==> config.mk <==
export PLATFORM = sky130hd
export DESIGN_NAME = resv_tracker
export DESIGN_NICKNAME = d
export VERILOG_FILES = /design/src/rtl/rsvt_pkg.sv /design/src/rtl/rsvt_store.sv /design/src/rtl/rsvt_xlate.sv /design/src/rtl/rsvt_seq.sv /design/src/rtl/resv_tracker.sv
export SDC_FILE = /design/constraint.sdc
export NUM_CORES = 1
export LEC_CHECK = 0
export ABC_AREA = 1
export BUFFER_PORTS_ARGS = -buffer_cell sky130_fd_sc_hd__buf_2
export CORE_ASPECT_RATIO = 0.8
export CORE_MARGIN = 2
export CORE_UTILIZATION = 45
export CTS_BUF_LIST = sky130_fd_sc_hd__clkbuf_4
export DETAILED_ROUTE_END_ITERATION = 8
export PLACE_DENSITY = 0.76
export RECOVER_POWER = 25
export SKIP_LAST_GASP = 1
export SYNTH_ARGS = -nofsm -noshare
export SYNTH_HDL_FRONTEND = slang
export SYNTH_SLANG_ARGS = --single-unit
==> constraint.sdc <==
create_clock -name clk -period 4 [get_ports clk]
set_clock_uncertainty 0.1 [all_clocks]
set_input_delay 0.2 -clock clk [delete_from_list [all_inputs] [get_ports clk]]
set_output_delay 0.2 -clock clk [all_outputs]
set_load 0.05 [all_outputs]
==> src/rtl/rsvt_pkg.sv <==
package rsvt_pkg;
  typedef enum logic {
    OP_LL = 1'b0,
    OP_SC = 1'b1
  } rsvt_op_e;

  typedef enum logic [1:0] {
    ST_IDLE = 2'd0,
    ST_CMD  = 2'd1,
    ST_WAIT = 2'd2,
    ST_RSP  = 2'd3
  } rsvt_state_e;
endpackage

==> src/rtl/rsvt_store.sv <==
module rsvt_store #(
  parameter int ADDR_W = 40,
  parameter int KEY_W  = 32
) (
  input  logic              clk,
  input  logic              rst_n,
  input  logic              load,
  input  logic [ADDR_W-1:0] load_addr,
  input  logic [KEY_W-1:0]  load_key,
  input  logic              clear,
  input  logic [ADDR_W-1:0] probe_addr,
  output logic              hit,
  output logic [KEY_W-1:0]  key
);
  logic              live_q;
  logic [ADDR_W-1:0] addr_q;
  logic [KEY_W-1:0]  key_q;

  // Load and clear are never raised together by the sequencer; load wins.
  always_ff @(posedge clk) begin
    if (!rst_n) begin
      live_q <= 1'b0;
      addr_q <= '0;
      key_q  <= '0;
    end else if (load) begin
      live_q <= 1'b1;
      addr_q <= load_addr;
      key_q  <= load_key;
    end else if (clear) begin
      live_q <= 1'b0;
    end
  end

  assign hit = live_q && (addr_q == probe_addr);
  assign key = key_q;
endmodule

==> src/rtl/rsvt_xlate.sv <==
module rsvt_xlate #(
  parameter int DATA_W          = 32,
  parameter bit SUCCESS_NONZERO = 1'b1
) (
  input  logic              ok,
  output logic [DATA_W-1:0] status
);
  logic code;

  generate
    if (SUCCESS_NONZERO) begin : g_nonzero_ok
      assign code = ok;
    end else begin : g_zero_ok
      assign code = ~ok;
    end
  endgenerate

  assign status = {{(DATA_W-1){1'b0}}, code};
endmodule

==> src/rtl/rsvt_seq.sv <==
module rsvt_seq
  import rsvt_pkg::*;
#(
  parameter int ADDR_W = 40,
  parameter int DATA_W = 32,
  parameter int KEY_W  = 32
) (
  input  logic              clk,
  input  logic              rst_n,
  input  logic              core_req_valid,
  output logic              core_req_ready,
  input  logic              core_req_op,
  input  logic [ADDR_W-1:0] core_req_addr,
  input  logic [DATA_W-1:0] core_req_wdata,
  output logic              core_rsp_valid,
  input  logic              core_rsp_ready,
  output logic [DATA_W-1:0] core_rsp_data,
  output logic              mem_cmd_valid,
  input  logic              mem_cmd_ready,
  output logic              mem_cmd_op,
  output logic [ADDR_W-1:0] mem_cmd_addr,
  output logic [DATA_W-1:0] mem_cmd_wdata,
  output logic [KEY_W-1:0]  mem_cmd_key,
  input  logic              mem_rsp_valid,
  output logic              mem_rsp_ready,
  input  logic [DATA_W-1:0] mem_rsp_data,
  input  logic [KEY_W-1:0]  mem_rsp_key,
  input  logic              store_hit,
  input  logic [KEY_W-1:0]  store_key,
  output logic              store_load,
  output logic [ADDR_W-1:0] store_load_addr,
  output logic [KEY_W-1:0]  store_load_key,
  output logic              store_clear,
  output logic              xl_ok,
  input  logic [DATA_W-1:0] xl_status
);
  rsvt_state_e       state_q;
  logic              op_q;
  logic [ADDR_W-1:0] addr_q;
  logic [DATA_W-1:0] wdata_q;
  logic [KEY_W-1:0]  key_q;
  logic [DATA_W-1:0] rsp_q;

  logic req_fire, cmd_fire, mrsp_fire, crsp_fire, is_sc, fwd;

  assign core_req_ready = (state_q == ST_IDLE);
  assign mem_cmd_valid  = (state_q == ST_CMD);
  assign mem_rsp_ready  = (state_q == ST_WAIT);
  assign core_rsp_valid = (state_q == ST_RSP);

  assign req_fire  = core_req_valid && core_req_ready;
  assign cmd_fire  = mem_cmd_valid && mem_cmd_ready;
  assign mrsp_fire = mem_rsp_valid && mem_rsp_ready;
  assign crsp_fire = core_rsp_valid && core_rsp_ready;

  assign is_sc = (core_req_op == OP_SC);
  // An LL always goes out; an SC only with a matching live reservation.
  assign fwd   = !is_sc || store_hit;

  // Status mapping: memory 0 = success; local rejection always fails.
  assign xl_ok = (state_q == ST_WAIT) && (mem_rsp_data == '0);

  assign store_clear     = req_fire && is_sc;
  assign store_load      = mrsp_fire && (op_q == OP_LL);
  assign store_load_addr = addr_q;
  assign store_load_key  = mem_rsp_key;

  always_ff @(posedge clk) begin
    if (!rst_n) begin
      state_q <= ST_IDLE;
      op_q    <= OP_LL;
      addr_q  <= '0;
      wdata_q <= '0;
      key_q   <= '0;
      rsp_q   <= '0;
    end else begin
      unique case (state_q)
        ST_IDLE: begin
          if (req_fire) begin
            op_q    <= core_req_op;
            addr_q  <= core_req_addr;
            wdata_q <= core_req_wdata;
            key_q   <= store_key;
            if (fwd) begin
              state_q <= ST_CMD;
            end else begin
              rsp_q   <= xl_status;
              state_q <= ST_RSP;
            end
          end
        end
        ST_CMD: begin
          if (cmd_fire) state_q <= ST_WAIT;
        end
        ST_WAIT: begin
          if (mrsp_fire) begin
            rsp_q   <= (op_q == OP_LL) ? mem_rsp_data : xl_status;
            state_q <= ST_RSP;
          end
        end
        ST_RSP: begin
          if (crsp_fire) state_q <= ST_IDLE;
        end
        default: state_q <= ST_IDLE;
      endcase
    end
  end

  assign mem_cmd_op    = op_q;
  assign mem_cmd_addr  = addr_q;
  assign mem_cmd_wdata = wdata_q;
  assign mem_cmd_key   = key_q;
  assign core_rsp_data = rsp_q;
endmodule

==> src/rtl/resv_tracker.sv <==
module resv_tracker #(
  parameter int ADDR_W          = 40,
  parameter int DATA_W          = 32,
  parameter int KEY_W           = 32,
  parameter bit SUCCESS_NONZERO = 1'b1
) (
  input  logic              clk,
  input  logic              rst_n,
  input  logic              core_req_valid,
  output logic              core_req_ready,
  input  logic              core_req_op,
  input  logic [ADDR_W-1:0] core_req_addr,
  input  logic [DATA_W-1:0] core_req_wdata,
  output logic              core_rsp_valid,
  input  logic              core_rsp_ready,
  output logic [DATA_W-1:0] core_rsp_data,
  output logic              mem_cmd_valid,
  input  logic              mem_cmd_ready,
  output logic              mem_cmd_op,
  output logic [ADDR_W-1:0] mem_cmd_addr,
  output logic [DATA_W-1:0] mem_cmd_wdata,
  output logic [KEY_W-1:0]  mem_cmd_key,
  input  logic              mem_rsp_valid,
  output logic              mem_rsp_ready,
  input  logic [DATA_W-1:0] mem_rsp_data,
  input  logic [KEY_W-1:0]  mem_rsp_key
);
  logic              store_hit, store_load, store_clear, xl_ok;
  logic [KEY_W-1:0]  store_key, store_load_key;
  logic [ADDR_W-1:0] store_load_addr;
  logic [DATA_W-1:0] xl_status;

  rsvt_store #(.ADDR_W(ADDR_W), .KEY_W(KEY_W)) u_store (
    .clk        (clk),
    .rst_n      (rst_n),
    .load       (store_load),
    .load_addr  (store_load_addr),
    .load_key   (store_load_key),
    .clear      (store_clear),
    .probe_addr (core_req_addr),
    .hit        (store_hit),
    .key        (store_key)
  );

  rsvt_xlate #(.DATA_W(DATA_W), .SUCCESS_NONZERO(SUCCESS_NONZERO)) u_xlate (
    .ok     (xl_ok),
    .status (xl_status)
  );

  rsvt_seq #(.ADDR_W(ADDR_W), .DATA_W(DATA_W), .KEY_W(KEY_W)) u_seq (
    .clk             (clk),
    .rst_n           (rst_n),
    .core_req_valid  (core_req_valid),
    .core_req_ready  (core_req_ready),
    .core_req_op     (core_req_op),
    .core_req_addr   (core_req_addr),
    .core_req_wdata  (core_req_wdata),
    .core_rsp_valid  (core_rsp_valid),
    .core_rsp_ready  (core_rsp_ready),
    .core_rsp_data   (core_rsp_data),
    .mem_cmd_valid   (mem_cmd_valid),
    .mem_cmd_ready   (mem_cmd_ready),
    .mem_cmd_op      (mem_cmd_op),
    .mem_cmd_addr    (mem_cmd_addr),
    .mem_cmd_wdata   (mem_cmd_wdata),
    .mem_cmd_key     (mem_cmd_key),
    .mem_rsp_valid   (mem_rsp_valid),
    .mem_rsp_ready   (mem_rsp_ready),
    .mem_rsp_data    (mem_rsp_data),
    .mem_rsp_key     (mem_rsp_key),
    .store_hit       (store_hit),
    .store_key       (store_key),
    .store_load      (store_load),
    .store_load_addr (store_load_addr),
    .store_load_key  (store_load_key),
    .store_clear     (store_clear),
    .xl_ok           (xl_ok),
    .xl_status       (xl_status)
  );
endmodule

==> results.ini <==
[timing]
fmax_mhz = 346
tightest_slew_ns = 0.843
finalHoldViolations = 0
setup_viol = 0
finalSetupTns_ns = 0
min_period_ns = 2.89
rsz0062_at_grt = no
slew_headroom_pct = 43.8
fin_crit_sh_pct = 72.2
slew_viol_final = 0

[setup_path]
worst_ep_required_time_ns = 4.45
r2r_cells = 9
crit_fanout = 56
startpoint_type = register
crit_type = register to register
arrival_ns = 3.34
endpoint_kind = register
regToRegSetupSlack_ns = 1.11
reg2reg_to = u_store.key[5]$_SDFFE_PN0P_
timing.rr.start = u_seq.state_q[0]$_SDFFE_PN0P_

[pwr]
finalPower_mw = 8.74
power_density_nw_per_um2 = 712
peakVddDrop_mv = 0.428
p_leak_nw = 5.43

[synthesis]
ys_ff_latch = 212
synth_area_leader_cell = dfxtp_1
yosysSeqAreaShare_pct = 49.2
syn_inst = 1163
yosys-top-cells-area = dfxtp_1, nor2_1, o21ai_0, nand2_1, a21oi_1
netlist-cell-type-count = 31
synth-compound-area-share_pct = 15.8
synth.area.mux_share_pct = 0
synth-xor-area-share_pct = 1.42
synth_simple_gate_area_share_pct = 25.4
synth_top_family_by_area = simple AND/OR/NAND/NOR gates
synth-adder-area-share_pct = 0.581
syn-num-nets = 1310
netlist_area_um2 = 8620
yosysTopAreaCellShare_pct = 49.2
yosysWarningCount = 0
syn_avg_cell_area_um2 = 7.41

[outcome]
outcome = complete, no violations

[floorplanning]
num_io_pins = 284
die_y_um = 128
design.die.area_um2 = 20300
row_count = 45
start_util_pct = 45.7
die-width_um = 159
core-area_um2 = 18900

[clock_tree]
holdBufCountCts = 174
clk_latency_ns = 0.66
h-tree-depth = 2
cts_tree = yes
clk_pin_slew_ns = 0.07
cts_resized = 0
cts_root_buf = clkbuf_4
cts_sinks = 212
post_cts_buffers = 0
clockBufferDepth = 3
numCtsBuffers = 51

[place]
io_buffers = 283
place_area_um2 = 10100
gp_congestion = 0.846
dp_hpwl_mm = 15.8

[hold_path]
holdCritPathClass = input pin to register
worstHoldPathCells = 3
hold_end = u_store.addr_q[33]$_SDFFE_PN0P_
hold_start = mem_rsp_valid

[route]
drt-initial-drc-count = 772
drt_drc_violations_left = 0
ant_nets = 0
wl_mm = 27.6
vias = 9360
drt_pre_antenna_iters = 7
post_drt_via_cell_ratio = 4.95
wl_per_cell_um = 14.6

[cells_and_area]
fin_nets = 1753
multiInputGateArea_um2 = 3730
finalCoreUtilization_pct = 65.1
n_fill_cell = 1587
register_area_um2 = 4240
layout-drive-gt1-share_pct = 19.9
num_antenna_cells = 0
area_growth_pct = 42.5
design_area_um2 = 12300

[grt]
gr-total-overflow = 0
track_usage_pct = 26.3
grt_max_degree = 84
antenna_found_initial = 0
grt_pass1_vias = 8887
grt_pass1_wl_mm = 44.0

[job]
cap_viol_max_count = 0

==> cell usage after synthesis <==
| library cell | number |
|---|---|
| nor2_2 | 3 |
| inv_1 | 67 |
| nand2_1 | 152 |
| nand3_1 | 9 |
| clkbuf_1 | 52 |
| buf_1 | 4 |
| buf_6 | 3 |
| buf_2 | 9 |
| a31oi_1 | 1 |
| nand2_8 | 1 |
| xnor2_1 | 11 |
| a21boi_0 | 1 |
| nand2_2 | 1 |
| nand2_4 | 1 |
| a21oi_2 | 2 |
| xor2_1 | 3 |
| buf_4 | 4 |
| nand3_2 | 29 |
| nand4_1 | 4 |
| nor4_1 | 5 |
| buf_12 | 3 |
| ha_1 | 4 |
| o21ai_0 | 180 |
| a21oi_1 | 82 |
| o21ai_1 | 2 |
| dfxtp_1 | 212 |
| nor2_1 | 308 |
| nor3b_1 | 1 |
| o22ai_1 | 1 |
| inv_2 | 7 |
| nor3_1 | 1 |
==> per-layer routing <==
layer  vias to the layer above  wire (um)  GRT usage [%]
met4                         0        812           10.8
met1                      4229      11600           32.5
met2                       416      12900           44.4
met5                         -          0              0
met3                        71       2160           6.66
li1                       4644          -              -
==> worst max-delay path by stage <==
stage / from / to / slack, ns
3_5_place_dp: u_seq.state_q[0]$_SDFFE_PN0P_ / u_store.key[11]$_SDFFE_PN0P_ / 1.27
6_report: u_seq.state_q[0]$_SDFFE_PN0P_ / u_store.key[5]$_SDFFE_PN0P_ / 1.11
2_1_floorplan: u_seq.state_q[0]$_SDFFE_PN0P_ / u_store.addr_q[23]$_SDFFE_PN0P_ / 1.91
5_1_grt: u_seq.state_q[0]$_SDFFE_PN0P_ / u_store.key[5]$_SDFFE_PN0P_ / 0.88
3_3_place_gp: u_seq.state_q[0]$_SDFFE_PN0P_ / u_store.addr_q[26]$_SDFFE_PN0P_ / 1.40
4_1_cts: u_seq.state_q[0]$_SDFFE_PN0P_ / u_seq.state_q[0]$_SDFFE_PN0P_ / 1.17
==> registers in the layout, summed over array words and instances (netlist names) <==
register             flops
u_seq.core_rsp_data     32
u_seq.mem_cmd_addr      40
u_seq.mem_cmd_key       32
u_seq.mem_cmd_op         1
u_seq.mem_cmd_wdata     32
u_seq.state_q            2
u_store.addr_q          40
u_store.key             32
u_store.live_q           1
==> kinds of logic after synthesis <==
kind of cell / after synthesis
flops: 212
simple gates: 515
xor+xnor: 14
buf+inv: 149
fa+ha+maj: 4
compound gates: 269
==> layout make-up <==
type | instances | share of cell area (%)
Sequential cell | 212 | 34.6
Multi-Input combinational cell | 802 | 30.4
Timing Repair Buffer | 465 | 25.4
Clock buffer | 73 | 4.46
Tap cell | 258 | 2.63
Inverter | 74 | 2.28
Clock inverter | 7 | 0.285
==> power by group <==
part	total [mW]	internal (mW)	switching, mW
Sequential	3.00	2.67	0.333
Clock	1.66	0.827	0.835
Combinational	4.08	1.04	3.04
==> metrics by stage <==
stage          std cells  hold slack (ns)  setup slack, ns
3_3_place_gp        1637            0.345             1.40
2_1_floorplan       1163            0.228             1.91
3_5_place_dp        1637            0.351             1.27
6_report            1891            0.182             1.11
5_1_grt             1891            0.172            0.882
4_1_cts             1891            0.127             1.17
==> worst max-delay path: stages, from the launching register on <==
cell     delay, ns
dfxtp_1       0.34
inv_1         0.09
ha_1          0.22
inv_1         0.11
nor2_2        0.08
buf_4         0.31
nand2_4       0.38
inv_2         0.75
nor2_1        0.14
nor2_1        0.20
==> cells in the final DEF (no fill, tap or decap), drive strengths merged <==
cell,instances
o21ai,182
xor2,3
dfxtp,212
a31oi,1
a21oi,84
dlygate4sd3,174
clkinvlp,1
clkinv,6
nor3b,1
nand2,155
xnor2,11
buf,203
clkbuf,161
nor4,5
nor2,311
o22ai,1
nand4,4
ha,4
nand3,38
inv,74
a21boi,1
nor3,1
(Power assumes the default switching activity.)
